File: src/rtl/trc_pkg.sv
// Shared register addresses and flag positions of the trace capture buffer.
package trc_pkg;
    typedef enum logic [3:0] {
        RA_IDENT  = 4'd0,
        RA_DEPTH  = 4'd1,
        RA_WIDTH  = 4'd2,
        RA_STATUS = 4'd3,
        RA_DATA   = 4'd4,
        RA_RDPTR  = 4'd5,
        RA_WRPTR  = 4'd6,
        RA_TRGCNT = 4'd7,
        RA_CTRL   = 4'd8
    } trc_addr_e;

    localparam int SB_WRAPPED = 0;
    localparam int SB_TRIGGED = 1;
    localparam int SB_DONE    = 2;
    localparam int SB_DRAINED = 3;

    localparam int CB_ENABLE  = 0;
    localparam int CB_PORTSEL = 1;
endpackage

File: src/rtl/trc_formatter.sv
// Input formatter: a STAGES-deep pipeline carrying frame, trigger mark and valid.
// Assumes STAGES >= 1. A frame enters only while in_accept is high.
module trc_formatter #(
    parameter int WIDTH  = 24,
    parameter int STAGES = 2
) (
    input  logic             clk,
    input  logic             rst_n,
    input  logic             in_valid,
    input  logic             in_trig,
    input  logic [WIDTH-1:0] in_data,
    input  logic             in_accept,
    output logic             out_valid,
    output logic             out_trig,
    output logic [WIDTH-1:0] out_data,
    output logic             empty
);
    logic             v_q [STAGES];
    logic             t_q [STAGES];
    logic [WIDTH-1:0] d_q [STAGES];

    for (genvar i = 0; i < STAGES; i++) begin : g_stage
        if (i == 0) begin : g_first
            // Load the first stage from the frame input.
            always_ff @(posedge clk) begin
                if (!rst_n) begin
                    v_q[0] <= 1'b0;
                    t_q[0] <= 1'b0;
                end else begin
                    v_q[0] <= in_valid && in_accept;
                    t_q[0] <= in_valid && in_accept && in_trig;
                end
                d_q[0] <= in_data;
            end
        end else begin : g_next
            // Shift from the previous stage.
            always_ff @(posedge clk) begin
                if (!rst_n) begin
                    v_q[i] <= 1'b0;
                    t_q[i] <= 1'b0;
                end else begin
                    v_q[i] <= v_q[i-1];
                    t_q[i] <= t_q[i-1];
                end
                d_q[i] <= d_q[i-1];
            end
        end
    end

    // Drained when no stage holds a frame.
    always_comb begin
        empty = 1'b1;
        for (int i = 0; i < STAGES; i++) begin
            if (v_q[i]) empty = 1'b0;
        end
    end

    assign out_valid = v_q[STAGES-1];
    assign out_trig  = t_q[STAGES-1];
    assign out_data  = d_q[STAGES-1];
endmodule

File: src/rtl/trc_store.sv
// Trace RAM: one synchronous write port, one combinational read port, no reset.
module trc_store #(
    parameter int WIDTH = 24,
    parameter int DEPTH = 64,
    localparam int PTR_W = $clog2(DEPTH)
) (
    input  logic             clk,
    input  logic             we,
    input  logic [PTR_W-1:0] waddr,
    input  logic [WIDTH-1:0] wdata,
    input  logic [PTR_W-1:0] raddr,
    output logic [WIDTH-1:0] rdata
);
    logic [WIDTH-1:0] mem [DEPTH];

    // Store a frame when the controller commits it.
    always_ff @(posedge clk) begin
        if (we) mem[waddr] <= wdata;
    end

    assign rdata = mem[raddr];
endmodule

File: src/rtl/trc_ctrl.sv
// Capture controller and register file: pointers, trigger countdown, status flags,
// bus decode. Assumes DEPTH is a power of two and WIDTH <= 32.
module trc_ctrl
    import trc_pkg::*;
#(
    parameter int          WIDTH    = 24,
    parameter int          DEPTH    = 64,
    parameter logic [31:0] ID_VALUE = 32'h5443_0001,
    localparam int PTR_W = $clog2(DEPTH)
) (
    input  logic             clk,
    input  logic             rst_n,
    input  logic             bus_sel,
    input  logic             bus_wr,
    input  logic [3:0]       bus_addr,
    input  logic [31:0]      bus_wdata,
    output logic [31:0]      bus_rdata,
    input  logic             fmt_valid,
    input  logic             fmt_trig,
    input  logic             fmt_empty,
    output logic             fmt_accept,
    output logic             ram_we,
    output logic [PTR_W-1:0] wr_ptr,
    output logic [PTR_W-1:0] rd_ptr,
    input  logic [WIDTH-1:0] ram_rdata,
    output logic             st_full,
    output logic             st_trig,
    output logic             st_done
);
    localparam logic [PTR_W-1:0] LAST = PTR_W'(DEPTH - 1);

    logic        ctl_en, ctl_port;
    logic [31:0] trg_cnt;
    logic        rd_req, wr_req, en_rise, wp_sw, rp_sw, data_rd;
    logic        finish_now;

    assign rd_req  = bus_sel && !bus_wr;
    assign wr_req  = bus_sel && bus_wr;
    assign en_rise = wr_req && (bus_addr == RA_CTRL) && bus_wdata[CB_ENABLE] && !ctl_en;
    assign wp_sw   = wr_req && (bus_addr == RA_WRPTR);
    assign rp_sw   = wr_req && (bus_addr == RA_RDPTR);
    assign data_rd = rd_req && (bus_addr == RA_DATA);

    assign fmt_accept = ctl_en && !st_done;
    assign ram_we     = fmt_valid && !st_done;

    // This stored frame ends the acquisition.
    assign finish_now = ram_we &&
                        ((st_trig && trg_cnt <= 32'd1) ||
                         (!st_trig && fmt_trig && trg_cnt == 32'd0));

    // Control register.
    always_ff @(posedge clk) begin
        if (!rst_n) begin
            ctl_en   <= 1'b0;
            ctl_port <= 1'b0;
        end else if (wr_req && bus_addr == RA_CTRL) begin
            ctl_en   <= bus_wdata[CB_ENABLE];
            ctl_port <= bus_wdata[CB_PORTSEL];
        end
    end

    // Post-trigger countdown.
    always_ff @(posedge clk) begin
        if (!rst_n) begin
            trg_cnt <= '0;
        end else if (wr_req && bus_addr == RA_TRGCNT) begin
            trg_cnt <= bus_wdata;
        end else if (ram_we && st_trig && trg_cnt != 32'd0) begin
            trg_cnt <= trg_cnt - 32'd1;
        end
    end

    // Write pointer: software load, else advance with wrap per stored frame.
    always_ff @(posedge clk) begin
        if (!rst_n) begin
            wr_ptr <= '0;
        end else if (wp_sw) begin
            wr_ptr <= bus_wdata[PTR_W-1:0];
        end else if (ram_we) begin
            wr_ptr <= (wr_ptr == LAST) ? '0 : wr_ptr + 1'b1;
        end
    end

    // Read pointer: software load, else advance on each data read.
    always_ff @(posedge clk) begin
        if (!rst_n) begin
            rd_ptr <= '0;
        end else if (rp_sw) begin
            rd_ptr <= bus_wdata[PTR_W-1:0];
        end else if (data_rd) begin
            rd_ptr <= (rd_ptr == LAST) ? '0 : rd_ptr + 1'b1;
        end
    end

    // Sticky status flags, cleared when capture is switched on.
    always_ff @(posedge clk) begin
        if (!rst_n) begin
            st_full <= 1'b0;
            st_trig <= 1'b0;
            st_done <= 1'b0;
        end else if (en_rise) begin
            st_full <= 1'b0;
            st_trig <= 1'b0;
            st_done <= 1'b0;
        end else begin
            if (ram_we && wr_ptr == LAST && !wp_sw) st_full <= 1'b1;
            if (ram_we && fmt_trig)                 st_trig <= 1'b1;
            if (finish_now)                         st_done <= 1'b1;
        end
    end

    // Read data selection.
    always_comb begin
        bus_rdata = '0;
        case (bus_addr)
            RA_IDENT:  bus_rdata = ID_VALUE;
            RA_DEPTH:  bus_rdata = 32'(DEPTH);
            RA_WIDTH:  bus_rdata = 32'(WIDTH);
            RA_STATUS: begin
                bus_rdata[SB_WRAPPED] = st_full;
                bus_rdata[SB_TRIGGED] = st_trig;
                bus_rdata[SB_DONE]    = st_done;
                bus_rdata[SB_DRAINED] = fmt_empty;
            end
            RA_DATA:   bus_rdata = 32'(ram_rdata);
            RA_RDPTR:  bus_rdata = 32'(rd_ptr);
            RA_WRPTR:  bus_rdata = 32'(wr_ptr);
            RA_TRGCNT: bus_rdata = trg_cnt;
            RA_CTRL: begin
                bus_rdata[CB_ENABLE]  = ctl_en;
                bus_rdata[CB_PORTSEL] = ctl_port;
            end
            default:   bus_rdata = '0;
        endcase
    end
endmodule

File: src/rtl/trace_capture_buf.sv
// Top of the circular trace capture buffer: formatter, controller and RAM.
// Assumes DEPTH is a power of two, WIDTH <= 32, FMT_STAGES >= 1.
module trace_capture_buf #(
    parameter int          WIDTH      = 24,
    parameter int          DEPTH      = 64,
    parameter int          FMT_STAGES = 2,
    parameter logic [31:0] ID_VALUE   = 32'h5443_0001,
    localparam int PTR_W = $clog2(DEPTH)
) (
    input  logic             clk,
    input  logic             rst_n,
    input  logic             frame_valid,
    input  logic             frame_trig,
    input  logic [WIDTH-1:0] frame_data,
    input  logic             bus_sel,
    input  logic             bus_wr,
    input  logic [3:0]       bus_addr,
    input  logic [31:0]      bus_wdata,
    output logic [31:0]      bus_rdata
);
    logic             fmt_valid, fmt_trig, fmt_empty, fmt_accept;
    logic [WIDTH-1:0] fmt_data, ram_rdata;
    logic             ram_we, st_full, st_trig, st_done;
    logic [PTR_W-1:0] wr_ptr, rd_ptr;

    trc_formatter #(.WIDTH(WIDTH), .STAGES(FMT_STAGES)) u_fmt (
        .clk(clk), .rst_n(rst_n),
        .in_valid(frame_valid), .in_trig(frame_trig), .in_data(frame_data),
        .in_accept(fmt_accept),
        .out_valid(fmt_valid), .out_trig(fmt_trig), .out_data(fmt_data),
        .empty(fmt_empty)
    );

    trc_ctrl #(.WIDTH(WIDTH), .DEPTH(DEPTH), .ID_VALUE(ID_VALUE)) u_ctrl (
        .clk(clk), .rst_n(rst_n),
        .bus_sel(bus_sel), .bus_wr(bus_wr), .bus_addr(bus_addr),
        .bus_wdata(bus_wdata), .bus_rdata(bus_rdata),
        .fmt_valid(fmt_valid), .fmt_trig(fmt_trig), .fmt_empty(fmt_empty),
        .fmt_accept(fmt_accept),
        .ram_we(ram_we), .wr_ptr(wr_ptr), .rd_ptr(rd_ptr), .ram_rdata(ram_rdata),
        .st_full(st_full), .st_trig(st_trig), .st_done(st_done)
    );

    trc_store #(.WIDTH(WIDTH), .DEPTH(DEPTH)) u_ram (
        .clk(clk), .we(ram_we), .waddr(wr_ptr), .wdata(fmt_data),
        .raddr(rd_ptr), .rdata(ram_rdata)
    );
endmodule

File: config.mk
export PLATFORM = sky130hd
export DESIGN_NAME = trace_capture_buf
export DESIGN_NICKNAME = d
export VERILOG_FILES = /design/src/rtl/trc_pkg.sv /design/src/rtl/trc_formatter.sv /design/src/rtl/trc_store.sv /design/src/rtl/trc_ctrl.sv /design/src/rtl/trace_capture_buf.sv
export SDC_FILE = /design/constraint.sdc
export NUM_CORES = 2
export LEC_CHECK = 0
export ABC_AREA = 1
export BUFFER_PORTS_ARGS = -buffer_cell sky130_fd_sc_hd__buf_4
export CORE_MARGIN = 5
export CORE_UTILIZATION = 24
export CTS_CLUSTER_DIAMETER = 50
export DETAILED_ROUTE_END_ITERATION = 16
export REMOVE_ABC_BUFFERS = 1
export SLEW_MARGIN = 15
export SYNTH_ARGS = -nofsm -noshare
export SYNTH_HDL_FRONTEND = slang
export SYNTH_SLANG_ARGS = --single-unit
export TNS_END_PERCENT = 30
File: constraint.sdc
create_clock -name clk -period 3.5 [get_ports clk]
set_input_delay 0.7 -clock clk [delete_from_list [all_inputs] [get_ports clk]]
set_output_delay 0.7 -clock clk [all_outputs]
set_load 0.1 [all_outputs]
======== Word-level counts from Yosys, hierarchy flattened ========
Memory sizes are Yosys's and may differ from the RTL's. A register that Yosys moved wholly into a read port is not among the register bits.
Cells that the tools add are included.
Widths: inputs -> output; s select.
operators by class
  bitwise gates (word level) .............. 5
  magnitude comparators ................... 1
  equality and inequality tests ........... 10
  add/subtract/negate cells ............... 3
  mux-type cells .......................... 23
  reduce and logical (&&, ||, !) cells .... 35
operator list
  kind                   count
  $pmux 28 s7            1
  $mux 32                2
  $mux 6                 8
  $le 32x1->1 const B    1
  $logic_not 32->1       1
  $reduce_bool 32->1     1
  $sub 32x1->32 const B  1
  $logic_and 1x1->1      22
  $eq 4x3->1 const B     4
  $pmux 2 s7             1
  $add 6x1->6 const B    2
  $eq 6x6->1 const B     2
  $pmux 2 s6             1
  $mux 1                 10
  $eq 4x2->1 const B     2
  $reduce_bool 2->1      3
  $logic_not 1->1        5
  $eq 4x1->1 const B     1
  $eq 4x4->1 const B     1
  $logic_not 4->1        1
  $or 1x1->1             4
  $reduce_or 2->1        1
  $logic_or 1x1->1       1
  $not 1->1              1
word-level totals
  input port bits ......................... 66
  memory bits (writable) .................. 1588
  output and inout bits ................... 32
  memories ................................ 4
  register bits after elaboration ......... 49
  logic and storage cells ................. 89
memories
  name       depth  width  read ports  clocked after memory_dff  write ports  RTL line             text
  u_ram.mem  64     24     1           1                         1            trc_store.sv:14      logic [WIDTH-1:0] mem [DEPTH];
  u_fmt.d_q  2      24     2           0                         2            trc_formatter.sv:20  logic [WIDTH-1:0] d_q [STAGES];
  u_fmt.t_q  2      1      2           0                         2            trc_formatter.sv:19  logic t_q [STAGES];
  u_fmt.v_q  2      1      2           0                         2            trc_formatter.sv:18  logic v_q [STAGES];

======== Depth between registers and ports, before layout ========
  depth in word-level cells ............... 7
  gate-level depth with buffers ........... 15
  gate-level depth less buffers ........... 12

======== By module ========
A second synthesis with hierarchy kept.
second synthesis, totals
  cells, all modules ...................... 6007
  area, all modules ....................... 67483.5 um2
by module, submodules not included
  module         cells each  seq. area each (um2)  instances  area each (um2)
  trc_store      5206        46124.2               1          62274.7
  trc_ctrl       715         980.9                 1          3948.8
  trc_formatter  86          1041.0                1          1260.0

======== Worst setup path after synthesis ========
Ideal clock, no wire load.
  path type ............................... input -> output
  start ................................... in bus_addr[3]
  end ..................................... out bus_rdata[26]
  buffers on the path ..................... 1
  arrival time ............................ 3409 ps
  stages .................................. 6
  required time ........................... 2800 ps
  slack ................................... -609 ps
  path through ............................ inv_1 nand2_1 nor2_4 inv_2 clkbuf_1 o21ai_0
between the ends
  word-level cells in the longest chain between the ends .. 2
  elaborated cells on any way between the ends .. 8
  those cells by class .................... 6 x eq/ne; 1 x mux; 1 x reduce/logical
RTL lines
  item                                RTL line                 text
  from (decl)                         trace_capture_buf.sv:17  input logic [3:0] bus_addr,
  $eq 4x3->1 (tied with other cells)  trc_ctrl.sv:116          case (bus_addr)
  $pmux 28 s7 *                       trc_ctrl.sv:116
  to (decl)                           trace_capture_buf.sv:19  output logic [31:0] bus_rdata
Every way passes the cells marked *; elsewhere a longest branch is shown, timed or not.

==> impl_metrics.yaml <==
global_routing:
  grt_start_max_net_pins: 81
  grt_overflow_total: 0
  number_of_global_route_vias_before_repair: 45200
  groute.usage.overall_pct: 14.1
  antenna_found_initial: 9
  grt_first_pass_wirelength_um: 310000
clock_tree:
  clk-insertion-delay-late_ns: 0.83
  worst_setup_hold_path_clk_slew_ns: 0.06
  max-clock-path-buffers: 3
  cts_buf_count: 176
  cts_sinks: 1643
  clock_tree.root_cell: "sky130_fd_sc_hd__clkbuf_16"
  cts.htree.levels: 4
  clock_tree_from_tritoncts: "done"
synthesis:
  ys_warn_count: 0
  distinct_cells_synth: 45
  synth_sequential_area_ratio_pct: 72.1
  postSynthCellCount: 5935
  synthArstFlopShare_pct: 0
  mappedNetlistArea_um2: 67000
  synth_enable_flop_cells: 1536
  postSynth.topFlopCell: "sky130_fd_sc_hd__edfxtp_1"
  post_synth.cell_area_avg_um2: 11.3
  synth.ff_latch_count: 1643
die:
  die-area_um2: 290000
  num_io_pins: 98
  core_um2: 279000
  starting_density_pct: 24.0
  die_height_um: 538
  core.rowCount: 194
  die_width_um: 538
sta:
  final_max_slew_viol_count: 0
  fin_crit_ns: 3.98
  finalSetupViolations: 24
  rsz_0062_raised_after_global_routing: "true"
  min_period_over_period_pct: 114
  setup-tns-final_ns: -8.76
  finClkSkew_ns: 0.0376
  worstMarginPinSlew_ns: 1.21
  layout_setup_ws_ns: -0.485
  relSlewSlack_pct: 19.6
  hold_slack_ns: 0.162
  hold_viol_final: 0
  fmax_mhz: 251
final_layout:
  area_growth_syn_to_layout_pct: 22.2
  drive_gt1_share_pct: 14.4
  finalNetCount: 6287
critical_path:
  worstPathMaxFanout: 21
  critical_path_required_ns: 2.80
  worstSetupStartpointType: "flip-flop"
  worst_ep_arrival_time_ns: 3.28
  end_kind: "output port"
  type_of_the_worst_setup_path: "reg2out"
drt:
  drt_iter0_markers: 5619
  wl_um: 217000
  drc_errors: 0
  final_ant_viol_nets: 0
  wire_per_inst_um: 21.5
  vias_per_cell: 4.71
  detailroute.via_count: 47500
  firstDrtPassIters: 6
pwr:
  worst_ir_drop_vdd_v: 0.000535
  power.leakage_nw: 29.2
  pwr_density_cell_nw_per_um2: 501
placed_design:
  gp_congestion: 0.890
  port_buffers: 97
  dpl.hpwl_um: 127000
  pre_cts_ws_ns: -0.136
status:
  violations_in_the_final_reports: "setup timing"
  run_status: "complete, but fails checks"
worst_hold_path:
  hp-class: "in2reg"
run:
  drv_cap: 0
==> synthesized netlist by cell type, types with 7 or more instances <==
master                        n  area, um^2
sky130_fd_sc_hd__nand2_1   2132        8000
sky130_fd_sc_hd__edfxtp_1  1536       46100
sky130_fd_sc_hd__nand3_1   1337        6690
sky130_fd_sc_hd__nor2_1     178         668
sky130_fd_sc_hd__buf_2      170         851
sky130_fd_sc_hd__dfxtp_1    107        2140
sky130_fd_sc_hd__clkbuf_1   106         398
sky130_fd_sc_hd__inv_1       80         300
sky130_fd_sc_hd__buf_1       39         146
sky130_fd_sc_hd__buf_4       39         293
sky130_fd_sc_hd__o21ai_0     36         180
sky130_fd_sc_hd__a21oi_1     30         150
sky130_fd_sc_hd__o21ai_1     22         110
sky130_fd_sc_hd__nand4_1     13        81.3
sky130_fd_sc_hd__nor2_2       9        56.3
sky130_fd_sc_hd__xor2_1       8        70.1
sky130_fd_sc_hd__a211oi_1     7        52.6
sky130_fd_sc_hd__nor3_1       7        35.0
sky130_fd_sc_hd__o22ai_1      7        43.8
==> cell families after synthesis <==
| family | share of synthesized area [%] |
|---|---|
| buffers and inverters | 3.07 |
| AOI/OAI and AO/OA | 1.04 |
| xor gates and xnor gates | 0.144 |
| adders and majority gates | 0.0934 |
| DFF | 72.1 |
| muxes | 0.0897 |
| and+or+nand+nor | 23.5 |
==> cells in the final DEF, fill, tap and decap left out, types with 5 or more instances in the layout <==
| cell | netlist | routed |
|---|---|---|
| sky130_fd_sc_hd__o21ai_0 | 36 | 36 |
| sky130_fd_sc_hd__buf_6 | 3 | 19 |
| sky130_fd_sc_hd__edfxtp_1 | 1536 | 1536 |
| sky130_fd_sc_hd__a211oi_1 | 7 | 7 |
| sky130_fd_sc_hd__buf_16 | 0 | 23 |
| sky130_fd_sc_hd__bufbuf_16 | 0 | 9 |
| sky130_fd_sc_hd__inv_1 | 80 | 78 |
| sky130_fd_sc_hd__nor2_1 | 178 | 115 |
| sky130_fd_sc_hd__o21ai_1 | 22 | 22 |
| sky130_fd_sc_hd__nor3_1 | 7 | 7 |
| sky130_fd_sc_hd__a21oi_1 | 30 | 30 |
| sky130_fd_sc_hd__o22ai_1 | 7 | 7 |
| sky130_fd_sc_hd__nor2_4 | 5 | 5 |
| sky130_fd_sc_hd__dfxtp_4 | 0 | 7 |
| sky130_fd_sc_hd__clkbuf_1 | 106 | 43 |
| sky130_fd_sc_hd__clkbuf_16 | 0 | 194 |
| sky130_fd_sc_hd__nand2_1 | 2132 | 2099 |
| sky130_fd_sc_hd__buf_8 | 0 | 8 |
| sky130_fd_sc_hd__buf_4 | 39 | 281 |
| sky130_fd_sc_hd__dfxtp_2 | 0 | 22 |
| sky130_fd_sc_hd__bufinv_16 | 0 | 7 |
| sky130_fd_sc_hd__dlygate4sd3_1 | 0 | 24 |
| sky130_fd_sc_hd__nand4_1 | 13 | 13 |
| sky130_fd_sc_hd__nand3_2 | 1 | 49 |
| sky130_fd_sc_hd__buf_12 | 0 | 83 |
| sky130_fd_sc_hd__inv_8 | 0 | 6 |
| sky130_fd_sc_hd__dfxtp_1 | 107 | 78 |
| sky130_fd_sc_hd__clkinv_2 | 1 | 29 |
| sky130_fd_sc_hd__inv_6 | 0 | 10 |
| sky130_fd_sc_hd__mux2i_1 | 6 | 6 |
| sky130_fd_sc_hd__ha_1 | 5 | 5 |
| sky130_fd_sc_hd__clkinv_1 | 2 | 33 |
| sky130_fd_sc_hd__nor2_2 | 9 | 72 |
| sky130_fd_sc_hd__xor2_1 | 8 | 8 |
| sky130_fd_sc_hd__nand3_4 | 0 | 15 |
| sky130_fd_sc_hd__diode_2 | 0 | 7 |
| sky130_fd_sc_hd__nand2_2 | 6 | 37 |
| sky130_fd_sc_hd__nand3_1 | 1337 | 1274 |
==> routing by layer <==
layer / share of wire, % / wire, um / vias up / global-route usage, %
met2: 48 / 104000 / 2385 / 23.3
met4: 4.0 / 8600 / 4 / 5.61
met1: 39 / 85600 / 23400 / 18.3
met3: 8.6 / 18600 / 402 / 2.64
li1: - / - / 21300 / -
met5: 0.012 / 27 / - / 0
==> worst paths after layout <==
| check | start | endpoint | slack [ns] | depth (start not counted) |
|---|---|---|---|---|
| hold reg to reg | u_fmt.d_q[0][19] | u_fmt.d_q[0][43] | 0.32 | 0 |
| setup / recovery | flip-flop | bus_rdata[11] | -0.48 | 13 |
| hold / removal | frame_valid | u_fmt.v_q[0] | 0.16 | 3 |
| setup reg to reg | u_ctrl.trg_cnt[0] | u_ctrl.st_done | 0.66 | 10 |
==> critical path, stage by stage (launching register included) <==
cell and delay [ns]:
sky130_fd_sc_hd__dfxtp_4 0.37, sky130_fd_sc_hd__buf_12 0.13, sky130_fd_sc_hd__buf_4 0.17, sky130_fd_sc_hd__buf_4 0.31, sky130_fd_sc_hd__nand3_1 0.12, sky130_fd_sc_hd__nand3_1 0.08, sky130_fd_sc_hd__nand2_1 0.14, sky130_fd_sc_hd__nand2_1 0.17
sky130_fd_sc_hd__nand3_1 0.18, sky130_fd_sc_hd__nand3_2 0.16, sky130_fd_sc_hd__nand2_1 0.09, sky130_fd_sc_hd__nand2_1 0.20, sky130_fd_sc_hd__nand2_2 0.12, sky130_fd_sc_hd__buf_12 0.18
==> report_power, final <==
group	total [mW]	switching [mW]	internal [mW]
Combinational	1.32	0.903	0.417
Sequential	21.7	0.202	21.5
Clock	18.0	7.78	10.2
==> area by class of cell <==
| class | instances | area [um^2] |
|---|---|---|
| multi-input combinational | 3846 | 17400 |
| antenna | 7 | 17.5 |
| fill | 28300 | 197000 |
| tap | 3724 | 4660 |
| clock buffer | 231 | 4790 |
| timing repair inverter | 2 | 27.5 |
| sequential | 1643 | 48300 |
| inverter | 89 | 390 |
| clock inverter | 94 | 781 |
| timing repair buffer | 458 | 5550 |
==> state kept, by name, summed over array words and instances (netlist names), named ones only <==
register	cells
u_ctrl.st_done	1
u_ram.mem	1536
u_fmt.d_q	48
u_ctrl.ctl_port	1
u_ctrl.st_trig	1
u_ctrl.ctl_en	1
u_ctrl.rd_ptr	6
u_fmt.t_q	2
u_fmt.v_q	2
u_ctrl.wr_ptr	6
u_ctrl.st_full	1
u_ctrl.trg_cnt	32
==> stage by stage <==
step           cells  utilization (%)  area, um^2  total power [mW]
2_1_floorplan   5578                -       65300              22.7
3_3_place_gp    9682             26.6       74000              23.3
3_5_place_dp    9682             26.6       74000              23.3
4_1_cts        10100             29.1       81100              41.2
5_1_grt        10100             29.4       81900              42.2
6_report       10100             29.4       81900              41.0
==> repair_timing <==
action	4_1_cts	5_1_grt
hold buffers	24	0
pin swaps	0	3
buffers inserted	17	14
hold endpoints to repair	24	0
cloned	12	13
resized for setup	156	75
endpoints found under the setup margin	24	24
No activity file was read; power rests on OpenSTA's default activity.
